### src/rtl/lnb_seq_pkg.sv
package lnb_seq_pkg;

   typedef enum logic {
      BAND_LOW  = 1'b0,
      BAND_HIGH = 1'b1
   } band_e;

   // Level code for one selection; the high band skips one code between
   // its second and third entries.
   function automatic int level_of(input logic [2:0] sel, input int lo_base, input int hi_base);
      int off;
      off = int'(sel[1:0]);
      if (sel[2]) begin
         return hi_base + off + int'(sel[1]);
      end
      return lo_base + off;
   endfunction

endpackage

### src/rtl/lnb_level_map.sv
module lnb_level_map #(
   parameter int CODE_W    = 8,
   parameter int LOW_BASE  = 40,
   parameter int HIGH_BASE = 56,
   parameter bit USE_TABLE = 1'b1
) (
   input  logic [2:0]        sel_i,
   output logic [CODE_W-1:0] code_o
);
   import lnb_seq_pkg::*;

   localparam int NUM_LEVELS = 8;

   if (USE_TABLE) begin : g_table
      logic [CODE_W-1:0] lut [NUM_LEVELS];
      for (genvar k = 0; k < NUM_LEVELS; k++) begin : g_ent
         assign lut[k] = CODE_W'(level_of(3'(k), LOW_BASE, HIGH_BASE));
      end
      assign code_o = lut[sel_i];
   end else begin : g_arith
      band_e             band;
      logic [CODE_W-1:0] base;
      logic [2:0]        off;
      always_comb begin
         band   = sel_i[2] ? BAND_HIGH : BAND_LOW;
         base   = (band == BAND_HIGH) ? CODE_W'(HIGH_BASE) : CODE_W'(LOW_BASE);
         off    = {1'b0, sel_i[1:0]} + {2'b00, (band == BAND_HIGH) & sel_i[1]};
         code_o = base + CODE_W'(off);
      end
   end

endmodule

### src/rtl/lnb_slew_ramp.sv
module lnb_slew_ramp #(
   parameter int CODE_W    = 8,
   parameter int RAMP_STEP = 1
) (
   input  logic              clk_i,
   input  logic              rst_ni,
   input  logic              tick_i,
   input  logic [CODE_W-1:0] tgt_i,
   output logic [CODE_W-1:0] dac_o
);
   localparam logic [CODE_W-1:0] STEP = CODE_W'(RAMP_STEP);

   logic [CODE_W-1:0] dac_q, dac_d;

   if (RAMP_STEP == 1) begin : g_unit
      always_comb begin
         dac_d = dac_q;
         if (dac_q < tgt_i)      dac_d = dac_q + 1'b1;
         else if (dac_q > tgt_i) dac_d = dac_q - 1'b1;
      end
   end else begin : g_multi
      logic [CODE_W-1:0] gap;
      always_comb begin
         dac_d = dac_q;
         gap   = '0;
         if (dac_q < tgt_i) begin
            gap   = tgt_i - dac_q;
            dac_d = (gap > STEP) ? dac_q + STEP : tgt_i;
         end else if (dac_q > tgt_i) begin
            gap   = dac_q - tgt_i;
            dac_d = (gap > STEP) ? dac_q - STEP : tgt_i;
         end
      end
   end

   always_ff @(posedge clk_i or negedge rst_ni) begin
      if (!rst_ni)     dac_q <= '0;
      else if (tick_i) dac_q <= dac_d;
   end

   assign dac_o = dac_q;

   // no tick, no movement
   p_hold_no_tick_r3: assert property (@(posedge clk_i) disable iff (!rst_ni)
      !tick_i |=> $stable(dac_o));
   // a tick below the destination raises the code
   p_move_up_r3: assert property (@(posedge clk_i) disable iff (!rst_ni)
      (tick_i && dac_o < tgt_i) |=> dac_o > $past(dac_o));
   // rising never passes the destination
   p_no_overshoot_r4: assert property (@(posedge clk_i) disable iff (!rst_ni)
      (tick_i && dac_o <= tgt_i) |=> dac_o <= $past(tgt_i));
   // falling never passes the destination
   p_no_undershoot_r5: assert property (@(posedge clk_i) disable iff (!rst_ni)
      (tick_i && dac_o >= tgt_i) |=> dac_o >= $past(tgt_i));

endmodule

### src/rtl/lnb_pwr_window.sv
module lnb_pwr_window #(
   parameter int CODE_W     = 8,
   parameter int MEAS_W     = 10,
   parameter int MEAS_SCALE = 4,
   parameter int LO_PCT     = 91,
   parameter int HI_PCT     = 109,
   parameter int HYST_PCT   = 4
) (
   input  logic              clk_i,
   input  logic              rst_ni,
   input  logic              live_i,
   input  logic [CODE_W-1:0] tgt_i,
   input  logic [MEAS_W-1:0] meas_i,
   output logic              under_o,
   output logic              over_o
);
   localparam int PW = 32;

   logic [PW-1:0] meas_x100, tgt_m;
   logic [PW-1:0] lo_trip, lo_free, hi_trip, hi_free;
   logic          lo_set, lo_clr, hi_set, hi_clr;
   logic          under_q, over_q, under_d, over_d;

   always_comb begin
      meas_x100 = PW'(meas_i) * PW'(100);
      tgt_m     = PW'(tgt_i) * PW'(MEAS_SCALE);
      lo_trip   = tgt_m * PW'(LO_PCT);
      lo_free   = tgt_m * PW'(LO_PCT + HYST_PCT);
      hi_trip   = tgt_m * PW'(HI_PCT);
      hi_free   = tgt_m * PW'(HI_PCT - HYST_PCT);
      lo_set    = meas_x100 <  lo_trip;
      lo_clr    = meas_x100 >= lo_free;
      hi_set    = meas_x100 >  hi_trip;
      hi_clr    = meas_x100 <= hi_free;
   end

   if (HYST_PCT == 0) begin : g_plain
      always_comb begin
         under_d = lo_set;
         over_d  = hi_set;
      end
   end else begin : g_hyst
      always_comb begin
         under_d = lo_set | (under_q & ~lo_clr);
         over_d  = hi_set | (over_q  & ~hi_clr);
      end
   end

   always_ff @(posedge clk_i or negedge rst_ni) begin
      if (!rst_ni) begin
         under_q <= 1'b1;
         over_q  <= 1'b0;
      end else if (!live_i) begin
         under_q <= 1'b1;
         over_q  <= 1'b0;
      end else begin
         under_q <= under_d;
         over_q  <= over_d;
      end
   end

   assign under_o = under_q;
   assign over_o  = over_q;

   // the two window flags are mutually exclusive
   p_flags_exclusive_r9: assert property (@(posedge clk_i) disable iff (!rst_ni)
      $onehot0({under_q, over_q}));
   // an off cycle leaves the under flag set for the next cycle
   p_off_preset_r10: assert property (@(posedge clk_i) disable iff (!rst_ni)
      !live_i |=> (under_o && !over_o));

endmodule

### src/rtl/lnb_setpoint_seq.sv
module lnb_setpoint_seq #(
   parameter int CODE_W     = 8,
   parameter int MEAS_W     = 10,
   parameter int MEAS_SCALE = 4,
   parameter int LOW_BASE   = 40,
   parameter int HIGH_BASE  = 56,
   parameter int RAMP_STEP  = 1,
   parameter int LO_PCT     = 91,
   parameter int HI_PCT     = 109,
   parameter int HYST_PCT   = 4,
   parameter bit USE_TABLE  = 1'b1
) (
   input  logic              clk_i,
   input  logic              rst_ni,
   input  logic [2:0]        sel_i,
   input  logic              en_i,
   input  logic              fault_i,
   input  logic              tick_i,
   input  logic [MEAS_W-1:0] meas_i,
   output logic [CODE_W-1:0] dac_o,
   output logic              out_en_o,
   output logic              png_o
);
   localparam int TOP_LEVEL = HIGH_BASE + 4;

   if (TOP_LEVEL >= (1 << CODE_W)) begin : g_bad_code_w
      $error("CODE_W too narrow for the highest level");
   end
   if (LOW_BASE + 3 >= HIGH_BASE) begin : g_bad_bands
      $error("low band overlaps high band");
   end
   if (RAMP_STEP < 1) begin : g_bad_step
      $error("RAMP_STEP must be at least 1");
   end
   if (LO_PCT + HYST_PCT > 100 || HI_PCT - HYST_PCT < 100) begin : g_bad_window
      $error("hysteresis crosses the nominal level");
   end
   if (TOP_LEVEL * MEAS_SCALE * HI_PCT >= (1 << 30)) begin : g_bad_meas
      $error("window products overflow");
   end

   logic [CODE_W-1:0] level, dest;
   logic              live, on_q, under, over;

   lnb_level_map #(
      .CODE_W    (CODE_W),
      .LOW_BASE  (LOW_BASE),
      .HIGH_BASE (HIGH_BASE),
      .USE_TABLE (USE_TABLE)
   ) u_map (
      .sel_i  (sel_i),
      .code_o (level)
   );

   assign live = en_i & ~fault_i;
   assign dest = live ? level : '0;

   lnb_slew_ramp #(
      .CODE_W    (CODE_W),
      .RAMP_STEP (RAMP_STEP)
   ) u_ramp (
      .clk_i  (clk_i),
      .rst_ni (rst_ni),
      .tick_i (tick_i),
      .tgt_i  (dest),
      .dac_o  (dac_o)
   );

   lnb_pwr_window #(
      .CODE_W     (CODE_W),
      .MEAS_W     (MEAS_W),
      .MEAS_SCALE (MEAS_SCALE),
      .LO_PCT     (LO_PCT),
      .HI_PCT     (HI_PCT),
      .HYST_PCT   (HYST_PCT)
   ) u_win (
      .clk_i   (clk_i),
      .rst_ni  (rst_ni),
      .live_i  (live),
      .tgt_i   (level),
      .meas_i  (meas_i),
      .under_o (under),
      .over_o  (over)
   );

   always_ff @(posedge clk_i or negedge rst_ni) begin
      if (!rst_ni) on_q <= 1'b0;
      else         on_q <= live;
   end

   assign out_en_o = on_q & ~fault_i;
   assign png_o    = ~out_en_o | under | over;

   // a fault removes the output in the same cycle
   p_fault_kills_en_r6: assert property (@(posedge clk_i) disable iff (!rst_ni)
      fault_i |-> !out_en_o);
   // an off output always reads not good
   p_off_not_good_r7: assert property (@(posedge clk_i) disable iff (!rst_ni)
      !out_en_o |-> png_o);
   // the band bit picks the level range
   p_band_high_r2: assert property (@(posedge clk_i) disable iff (!rst_ni)
      sel_i[2] |-> (level >= CODE_W'(HIGH_BASE)));
   p_band_low_r2: assert property (@(posedge clk_i) disable iff (!rst_ni)
      !sel_i[2] |-> (level <= CODE_W'(LOW_BASE + 3)));

endmodule

### config.mk
export PLATFORM = sky130hd
export DESIGN_NAME = lnb_setpoint_seq
export DESIGN_NICKNAME = d
export VERILOG_FILES = /design/src/rtl/lnb_seq_pkg.sv /design/src/rtl/lnb_level_map.sv /design/src/rtl/lnb_slew_ramp.sv /design/src/rtl/lnb_pwr_window.sv /design/src/rtl/lnb_setpoint_seq.sv
export SDC_FILE = /design/constraint.sdc
export NUM_CORES = 1
export LEC_CHECK = 0
export CELL_PAD_IN_SITES_DETAIL_PLACEMENT = 0
export CELL_PAD_IN_SITES_GLOBAL_PLACEMENT = 1
export CORE_UTILIZATION = 30
export DETAILED_ROUTE_END_ITERATION = 10
export PLACE_DENSITY_LB_ADDON = 0.1
export SLEW_MARGIN = 20
export SYNTH_ARGS = -nofsm -noshare
export SYNTH_HDL_FRONTEND = slang
export SYNTH_SLANG_ARGS = --single-unit
### constraint.sdc
create_clock -name clk_i -period 3.84 [get_ports clk_i]
set_input_delay 0.768 -clock clk_i [delete_from_list [all_inputs] [get_ports clk_i]]
set_output_delay 0.768 -clock clk_i [all_outputs]
set_load 0.005 [all_outputs]
# ---- Word-level counts from Yosys, hierarchy flattened
# Memory sizes are Yosys's and may differ from the RTL's.
# Cells that the tools add are included.
dict set report word_totals {
  regBits 11
  mem_bits_ro 64
  in_bits 18
  out_inout_bits 10
  wordCells 41
  n_memories 1
}
dict set report op_classes {
  n_addsub 2
  n_mul 5
  order_cmp 7
  muxes 7
  bitwise 13
  reduce_logical 2
}
# name words word_bits rd rd_clocked_by_memory_dff write_ports line
set memory_table {}
lappend memory_table {{(no name shown)} 8 8 1 0 0 lnb_level_map.sv:19} ;# assign code_o = lut[sel_i];
# operator n
set ops {}
lappend ops {{multiplier 8 x 7 -> 15 bit, second input constant} 4}
lappend ops {{two-way mux 8 bit} 5}
lappend ops {{>= comparator 17 x 18 -> 1 bit} 1}
lappend ops {{greater-than comparator 17 x 18 -> 1 bit} 1}
lappend ops {{<= comparator 17 x 18 -> 1 bit} 1}
lappend ops {{< comparator 17 x 18 -> 1 bit} 1}
lappend ops {{multiplier 10 x 5 -> 15 bit, second input constant} 1}
lappend ops {{adder 8 x 1 -> 8 bit, second input constant} 1}
lappend ops {{greater-than comparator 8 bit} 1}
lappend ops {{< comparator 8 bit} 1}
lappend ops {{subtractor 8 x 1 -> 8 bit, second input constant} 1}
lappend ops {{bitwise AND 1 bit} 4}
lappend ops {{>= comparator 4 bit, second input constant} 1}
lappend ops {{inverter 1 bit} 4}
lappend ops {{inverter 3 -> 4 bit} 1}
lappend ops {{OR 1 bit} 4}
lappend ops {{two-way mux 1 bit} 2}
lappend ops {{AND reduction 2 bit} 1}
lappend ops {{nonzero test 2 bit} 1}

# ---- Depth between registers and ports, before layout
# Gate-level depths: netlist of run 1.
dict set report logic_depth {
  ltp_word 10
  mapped_depth 24
  mapped_depth_nobuf 24
}

# ---- Hierarchy
# A second synthesis of run 1 with hierarchy kept.
dict set report hier_totals {
  cells_unflattened 822
  hier_area_um2 7220.7
}
# module n_inst cells_each area_each_um2 seq_area_each_um2
set modules_own_cells {}
lappend modules_own_cells {lnb_pwr_window 1 713 6244.7 51.3}
lappend modules_own_cells {lnb_slew_ramp 1 82 748.2 200.2}
lappend modules_own_cells {lnb_setpoint_seq 1 13 122.6 25.0}
lappend modules_own_cells {lnb_level_map 1 14 105.1 0.0}

# ---- Worst setup path before layout of run 1
# Ideal clock, no wire load.
dict set report synth_timing {
  kind {input -> register}
  start {input port sel_i[2]}
  end {register u_win.over_q, in the netlist u_win.over_o}
  setup_time_ns 0.134
  arrival_time_ns 5.656
  required_ns 3.706
  setup_slack_ns -1.949
  path_stages 24
  n_path_buf 2
  path_cell_list {clkbuf_1 > clkbuf_1 > nand2_1 > o21ai_0 > inv_1 > ha_1 > ha_1 > inv_1 > o21ai_0 > ha_1 > ha_1 > ha_1 > nand2_1 > nor2_1 > or3_1 > a32oi_1 > xnor2_1 > ha_1 > and3_1 > nand3_1 > a21oi_1 > o31a_1 > a311oi_2 > o32ai_1}
}
dict set report synth_via {
  elab_chain_cells 10
  elab_cells_between_ends 12
  cone_classes {2 x mul; 2 x order compare; 3 x mux; 4 x bitwise; 1 x memory}
}
# element line
set synth_lines {}
lappend synth_lines {{from (decl)} lnb_setpoint_seq.sv:15} ;# input logic [2:0] sel_i,
lappend synth_lines {{inverter 3 -> 4 bit (not written as such) *} lnb_level_map.sv:19}
lappend synth_lines {{memory (8 x 8 bit) *} -}
lappend synth_lines {{two-way mux 8 bit (not written as such) * (2 in series)} lnb_level_map.sv:19}
lappend synth_lines {{multiplier 8 x 7 -> 15 bit} lnb_pwr_window.sv:30} ;# hi_free = tgt_m * PW'(HI_PCT - HYST_PCT);
lappend synth_lines {{<= comparator 17 x 18 -> 1 bit} lnb_pwr_window.sv:34} ;# hi_clr = meas_x100 <= hi_free;
lappend synth_lines {{inverter 1 bit} lnb_pwr_window.sv:45} ;# over_d = hi_set | (over_q & ~hi_clr);
lappend synth_lines {{bitwise AND 1 bit} lnb_pwr_window.sv:45}
lappend synth_lines {{OR 1 bit *} lnb_pwr_window.sv:45}
lappend synth_lines {{two-way mux 1 bit *} lnb_pwr_window.sv:53} ;# end else if (!live_i) begin
lappend synth_lines {{to (signal assigned)} lnb_pwr_window.sv:58} ;# over_q <= over_d;
lappend synth_lines {{to (decl)} lnb_pwr_window.sv:22} ;# logic under_q, over_q, under_d, over_d;
# Every way passes the cells marked *; elsewhere a longest branch is shown, timed or not. The select of a mux whose other input is x is not followed.
# A chain may end at the register's enable or synchronous reset.

# ---- Final worst setup path of run 1
dict set report layout_timing {
  start {input port sel_i[0]}
  end {register u_win.over_q, in the netlist u_win.over_o}
}
# Same word-level chain as after synthesis.

==> results of run 1 <==
sequential cells by signal (all words and copies together), names as in the netlist:
| name | count |
|---|---|
| u_win.under_o | 1 |
| u_win.over_o | 1 |
| u_ramp.dac_o | 8 |
| on_q | 1 |
stage by stage:
| step | power (uW) | instance area (sq um) | setup TNS, ns | setup slack (ns) | utilization, % |
|---|---|---|---|---|---|
| after floorplan | 2320 | 5210 | -1.85 | -0.927 | - |
| after global placement | 3640 | 6900 | -5.62 | -1.69 | 42.8 |
| after detailed placement | 3710 | 6900 | -5.93 | -1.77 | 42.8 |
| after CTS | 4270 | 7390 | -1.78 | -0.925 | 45.9 |
| after global routing | 5040 | 7750 | -2.31 | -1.05 | 48.1 |
| final | 4530 | 7750 | -1.75 | -0.897 | 48.1 |
final cells by class:
| class | instances | area [sq um] |
|---|---|---|
| sequential | 11 | 277 |
| tap | 216 | 270 |
| timing repair buffer | 211 | 1730 |
| fill | 1588 | 8370 |
| multi-input combinational | 495 | 5060 |
| clock buffer | 4 | 78.8 |
| inverter | 85 | 337 |
worst reg2reg max path, cell delays in order (launching register included):
cell	delay [ns]
dfrtp_1	0.53
ha_4	0.27
nor2b_4	0.12
o31ai_2	0.23
a21o_1	0.19
inv_2	0.07
buf_6	0.13
ha_4	0.24
a211oi_2	0.24
nor2_2	0.09
o41ai_2	0.28
buf_4	0.17
mux2i_2	0.21
xor2_1	0.16
final timing paths:
check	slack [ns]	end	depth (start not counted)	from
min in group asynchronous	0.89	u_ramp.dac_o[3]	1	rst_ni
worst max register to register	0.85	u_ramp.dac_o[7]	13	u_ramp.dac_o[1]
worst max-delay path	-0.90	u_win.over_o	24	sel_i[0]
worst min register to register	0.54	u_ramp.dac_o[7]	1	u_ramp.dac_o[7]
worst min-delay path	0.54	u_ramp.dac_o[7]	1	u_ramp.dac_o[7]
max in group asynchronous	2.57	u_win.under_o	1	rst_ni
logic make-up (layout without fill, tap and decap cells):
group           Yosys count  in the layout
compound gates          142            142
xor+xnor                 42             42
simple gates            118            118
mux                       3              3
flops                    11             11
fa+ha+maj               188            188
buf+inv                  90            300
other cells               2              2
cells in the final DEF (no fill, tap or decap), types with 6 or more instances in the layout:
master	netlist	layout
inv_1	85	75
ha_1	169	133
buf_6	0	8
ha_4	0	27
a21oi_2	0	9
a21oi_1	38	27
xnor2_1	26	22
buf_4	0	174
nor2_1	32	28
dfrtp_1	10	10
ha_2	0	9
xor2_1	16	16
nand4_1	7	7
nor2b_1	7	6
o21a_1	10	10
fa_1	19	18
o211ai_1	6	6
nand3_1	7	6
a21o_1	19	19
clkdlybuf4s50_1	0	20
o21ai_1	4	14
o21ai_0	31	17
nand2_1	32	27
repair_timing:
action | in CTS | in global routing
pin swaps | 53 | 56
endpoints found under the setup margin | 6 | 5
gates resized for setup | 82 | 54
hold buffers | 0 | 0
setup buffers | 14 | 14
hold endpoints to repair | 0 | 0
metal layers:
metal  part of all wire [%]  up-vias  track usage, %
li1                       -     2536               -
met1                     50     2276            24.3
met2                     48       35            32.1
met3                    1.3        8            1.47
met4                   0.86        0            1.68
met5                      0        -               0
power by group:
group          internal, uW  switching (uW)  total (uW)  leakage (uW)
Clock                   140            56.9         197     0.0000382
Combinational          2200            1880        4080       0.00376
Sequential              173            78.5         252      0.000133
==> flow_summary_export.csv, run 1 <==
group,metric,value,unit
run_status,status,"complete, but fails checks",
run_status,violations,"setup timing",
worst_setup_path,cp.buffers_inverters,4,
synthesis,synth-edff-count,0,
synthesis,yosys.area_share.xor_xnor,7.32,%
synthesis,syn_area,5020,sq um
synthesis,syn_area_per_cell,8.43,sq um
layout,areaGrowthSynthToFinish,54.3,%
global_route,antenna_found_initial,0,
sta,fin_hold_ws,0.542,ns
clock_tree,root_buffer,"clkbuf_16",
global_route,overflow,0,
sta,drv_slew,0,
pwr,p_per_area,585,nW/um^2
worst_setup_path,crit_slowest_cell,"or3_1",
worst_setup_path,critPathMaxStageDelay,0.36,ns
synthesis,synth_cells,596,
worst_setup_path,cp.arrival,4.85,ns
drt,drtPass1Iterations,5,
synthesis,async_reset_ff_share,100,%
synthesis,ys_types,54,
clock_tree,clk_path_buf_depth,2,
pwr,ir_drop,0.639,mV
die,row_count,46,
layout,drive_above_1_share,36.6,%
sta,layout_setup_ws,-0.897,ns
drt,via_count,4855,
synthesis,synth_area_leaders,"ha_1, fa_1, inv_1",
clock_tree,cts.sinks,11,
synthesis,synth_fp_nets,802,
synthesis,yosysMostFrequentCell,"ha_1",
clock_tree,tritoncts,"yes",
layout,diodes,0,
job,max-cap-violations,0,
clock_tree,insertion_delay,0.24,ns
place,dp_cells,991,
place,gp_congestion,0.811,
global_route,grt_pass1_wl,25000,um
layout,finish.net_count,1013,
worst_setup_path,cp_common_cell,"ha_4",
drt,viasPerCell,4.75,
sta,clock_skew,0.00287,ns
worst_setup_path,end_kind,"flip-flop",
synthesis,synth_ff_type,"dfrtp_1",
drt,ant_nets,0,
synthesis,synth_adder_area_share,49.7,%
worst_setup_path,worstPathMaxFanout,5,
layout,finalNonFillerCells,1022,
sta,fin_crit_sh,123,%
die,coreArea,16100,sq um
worst_setup_path,cp_top_family,"adder cells",
clock_tree,path_clk_slew,0.04,ns
worst_setup_path,crit_type,"in2reg",
sta,tightest_slew,0.571,ns
synthesis,ys_ff_latch,11,
worst_setup_path,required,3.95,ns
sta,slew_headroom,61.8,%
synthesis,synthMuxAreaShare,0.623,%
sta,hold_violations,0,
die,die_h,131,um
drt,post_drt_wl_per_cell,14.8,um
hold_path,hold_class,"reg2reg",
sta,timing.final.crit_period,4.74,ns
pwr,p_leak,0.00393,uW
die,fp.dieW,131,um
clock_tree,ctsHtreeMaxLevel,1,
die,initial_core_util,31.2,%
drt,drc_errors,0,
clock_tree,cts_buffers,3,
synthesis,ys_seq_area_share,5.51,%
global_route,grt_pass1_vias,5035,
drt,finalWirelength,15100,um
place,numPortBuffers,27,
synthesis,synth_top_family_by_area,"adder cells",
worst_setup_path,startpoint_type,"primary input",
die,die-area,17300,sq um
sta,rsz0062_at_grt,"yes",
synthesis,netlist.top_cell.by_area,"ha_1",
sta,setup_viol,3,
synthesis,synth_common_cells,"ha_1, inv_1, a21oi_1",
global_route,grt_max_degree,12,
synthesis,synth_compound_area_share,18.5,%
synthesis,ys.warnings.count,0,
worst_setup_path,worstPathCellList,"buf_8 -> inv_6 -> ha_4 -> o21bai_4 -> ha_4 -> ha_4 -> inv_4 -> o21ai_2 -> ha_1 -> ha_4 -> ha_4 -> nand2_2 -> nor2_2 -> or3_1 -> a32oi_2 -> buf_4 -> xnor2_2 -> ha_1 -> and3_4 -> nand3_4 -> a211oi_1 -> o31a_1 -> a311oi_2 -> o32ai_2",
place,dpl.hpwl,13100,um
die,io_pins,28,
synthesis,synthSimpleGateAreaFrac,11.5,%
global_route,track_usage,18.0,%
sta,fmax,211,MHz
synthesis,netlist.area_leader.share,42.1,%
drt,drtIter0Drc,136,
Power figures use the tool's default switching activity.
==> run 2: changes to the inputs <==
--- a/config.mk
+++ b/config.mk
@@ -10,6 +10,7 @@
 export CORE_UTILIZATION = 30
 export DETAILED_ROUTE_END_ITERATION = 10
 export PLACE_DENSITY_LB_ADDON = 0.1
+export REMOVE_ABC_BUFFERS = 1
 export SLEW_MARGIN = 20
 export SYNTH_ARGS = -nofsm -noshare
 export SYNTH_HDL_FRONTEND = slang
==> run 2 against run 1 <==
  * The run still ends with setup timing left
  * Critical path depth increased by 1
  * Clock skew about the same
  * Combinational power decreased by 2%
  * Sequential share of layout area increased by 0.066 points
  * Global-route usage decreased by 0.27 points
  * Core utilization decreased by 0.87 points
  * Count of clock-buffer cells in the layout unchanged
  * First-iteration DRC count decreased by 38%
  * Power decreased by 1.8%
  * Sequential cell count unchanged
  * Routed wire length about the same
  * Critical endpoint is now u_win.under_o
  * Largest cell class unchanged
  * Highest routed layer unchanged
==> flow_summary_export.csv, run 2 (synthesis gave the netlist of run 1 again) <==
group,metric,value,unit
die,die_h,131,um
layout,drive_above_1_share,34.7,%
pwr,p_leak,0.00390,uW
job,max-cap-violations,0,
pwr,p_total,4450,uW
die,io_pins,28,
place,gp_congestion,0.815,
place,placed_area,6790,sq um
worst_setup_path,cp.arrival,4.97,ns
clock_tree,tritoncts,"yes",
clock_tree,clk_path_buf_depth,2,
layout,final_common_cell,"buf_4",
hold_path,hold_class,"reg2reg",
layout,areaGrowthSynthToFinish,51.5,%
sta,drv_slew,0,
clock_tree,root_buffer,"clkbuf_16",
die,die-area,17300,sq um
sta,clock_skew,0.00250,ns
place,numPortBuffers,27,
drt,drtIter0Drc,84,
run_status,status,"complete, but fails checks",
drt,ant_nets,0,
worst_setup_path,r2r_cells,13,
place,dp_cells,1000,
worst_setup_path,crit_type,"in2reg",
worst_setup_path,critPathMaxStageDelay,0.42,ns
place,dpl.hpwl,13000,um
sta,setup_viol,3,
drt,finalWirelength,15100,um
drt,drc_errors,0,
sta,fmax,208,MHz
sta,slew_headroom,62.3,%
die,row_count,46,
worst_setup_path,required,3.99,ns
global_route,grt_pass1_wl,24800,um
drt,viasPerCell,4.74,
worst_setup_path,startpoint_type,"primary input",
pwr,p_per_area,584,nW/um^2
layout,layout_common_cells,"buf_4, ha_1, inv_1",
global_route,grt_max_degree,12,
layout,largest_register_ffs,8,
die,coreArea,16100,sq um
worst_setup_path,end_kind,"flip-flop",
sta,hold_violations,0,
clock_tree,path_clk_slew,0.04,ns
clock_tree,cts.sinks,11,
die,initial_core_util,31.2,%
sta,timing.final.crit_period,4.81,ns
drt,post_drt_wl_per_cell,14.8,um
sta,layout_setup_ws,-0.973,ns
sta,rsz0062_at_grt,"yes",
pwr,ir_drop,0.572,mV
sta,tightest_slew,0.564,ns
worst_setup_path,worstPathMaxFanout,4,
layout,regMostFlops,"u_ramp.dac_o",
layout,finish.net_count,1012,
hold_path,hold_depth,1,
worst_setup_path,cp_common_cell,"inv_1",
global_route,grt_pass1_vias,5153,
global_route,track_usage,17.7,%
die,fp.dieW,131,um
layout,finalNonFillerCells,1021,
global_route,antenna_found_initial,0,
worst_setup_path,crit_slowest_cell,"fa_1",
sta,fin_hold_ws,0.529,ns
drt,via_count,4837,
clock_tree,ctsHtreeMaxLevel,1,
layout,diodes,0,
run_status,violations,"setup timing",
layout,postLayoutCellArea,7610,sq um
drt,drtPass1Iterations,4,
clock_tree,cts_buffers,3,
sta,fin_crit_sh,125,%
global_route,overflow,0,
clock_tree,insertion_delay,0.24,ns
layout,final_util,47.2,%
run 2: cell count changes in the layout (fill, tap and decap cells not counted), sizes merged:
cell / delta
dlygate4sd2: +1
dlymetal6s2s: +2
clkdlybuf4s50: -3
buf: -1
run 2: power breakdown:
group | internal [uW] | leakage, uW | switching [uW]
combinational | 2140 | 0.00373 | 1860
clock | 140 | 0.0000382 | 53.4
sequential | 173 | 0.000133 | 75.8
run 2: cell type report:
type	instances	area, sq um
inverters	85	327
clock buffers	4	78.8
repair buffers	210	1670
flip-flops and latches	11	277
fillers	1606	8510
well taps	216	270
multi-input cells	495	4980
run 2: timing repair:
action | CTS | global route
setup buffers | 11 | 6
pin swaps | 47 | 30
setup endpoints to repair | 7 | 4
hold buffers | 0 | 0
resized for setup | 95 | 38
run 2: critical path: cells and delay by family:
kind                     cells  cell delay (ns)
AND/OR/NAND/NOR              1             0.06
AO/OA/AOI/OAI               10             1.65
adder cells (fa/ha/maj)      6             1.73
buffers and inverters        8             0.75
run 2: worst paths after layout:
kind / from / endpoint / slack, ns
max in group asynchronous: rst_ni / u_win.under_o / 2.57
setup / recovery: sel_i[0] / u_win.under_o / -0.97
setup reg to reg: u_ramp.dac_o[5] / u_ramp.dac_o[7] / 0.77
min in group asynchronous: rst_ni / u_ramp.dac_o[3] / 0.90
hold reg to reg: u_ramp.dac_o[7] / u_ramp.dac_o[7] / 0.53
hold / removal: u_ramp.dac_o[7] / u_ramp.dac_o[7] / 0.53
run 2: layer usage:
layer | part of all wire, % | global-route usage [%] | vias to the layer above
li1 | - | - | 2525
met1 | 52 | 24.5 | 2276
met2 | 46 | 30.6 | 30
met3 | 0.87 | 1.27 | 6
met4 | 0.95 | 2.39 | 0
met5 | 0 | 0 | -
run 2: through the flow:
stage               TNS, ns  worst slack (ns)
CTS                   -1.90            -0.991
global placement      -6.77             -2.01
finish                -1.86            -0.973
global route          -2.46             -1.19
detailed placement    -7.23             -2.04
floorplan             -3.30             -1.68
==> run 3: changes to the inputs <==
--- a/config.mk
+++ b/config.mk
@@ -5,6 +5,7 @@
 export SDC_FILE = /design/constraint.sdc
 export NUM_CORES = 1
 export LEC_CHECK = 0
+export CAP_MARGIN = 40
 export CELL_PAD_IN_SITES_DETAIL_PLACEMENT = 0
 export CELL_PAD_IN_SITES_GLOBAL_PLACEMENT = 1
 export CORE_UTILIZATION = 30
==> results of run 3 <==
Same layout as run 2: the final DEF is identical, and so are final timing and power.
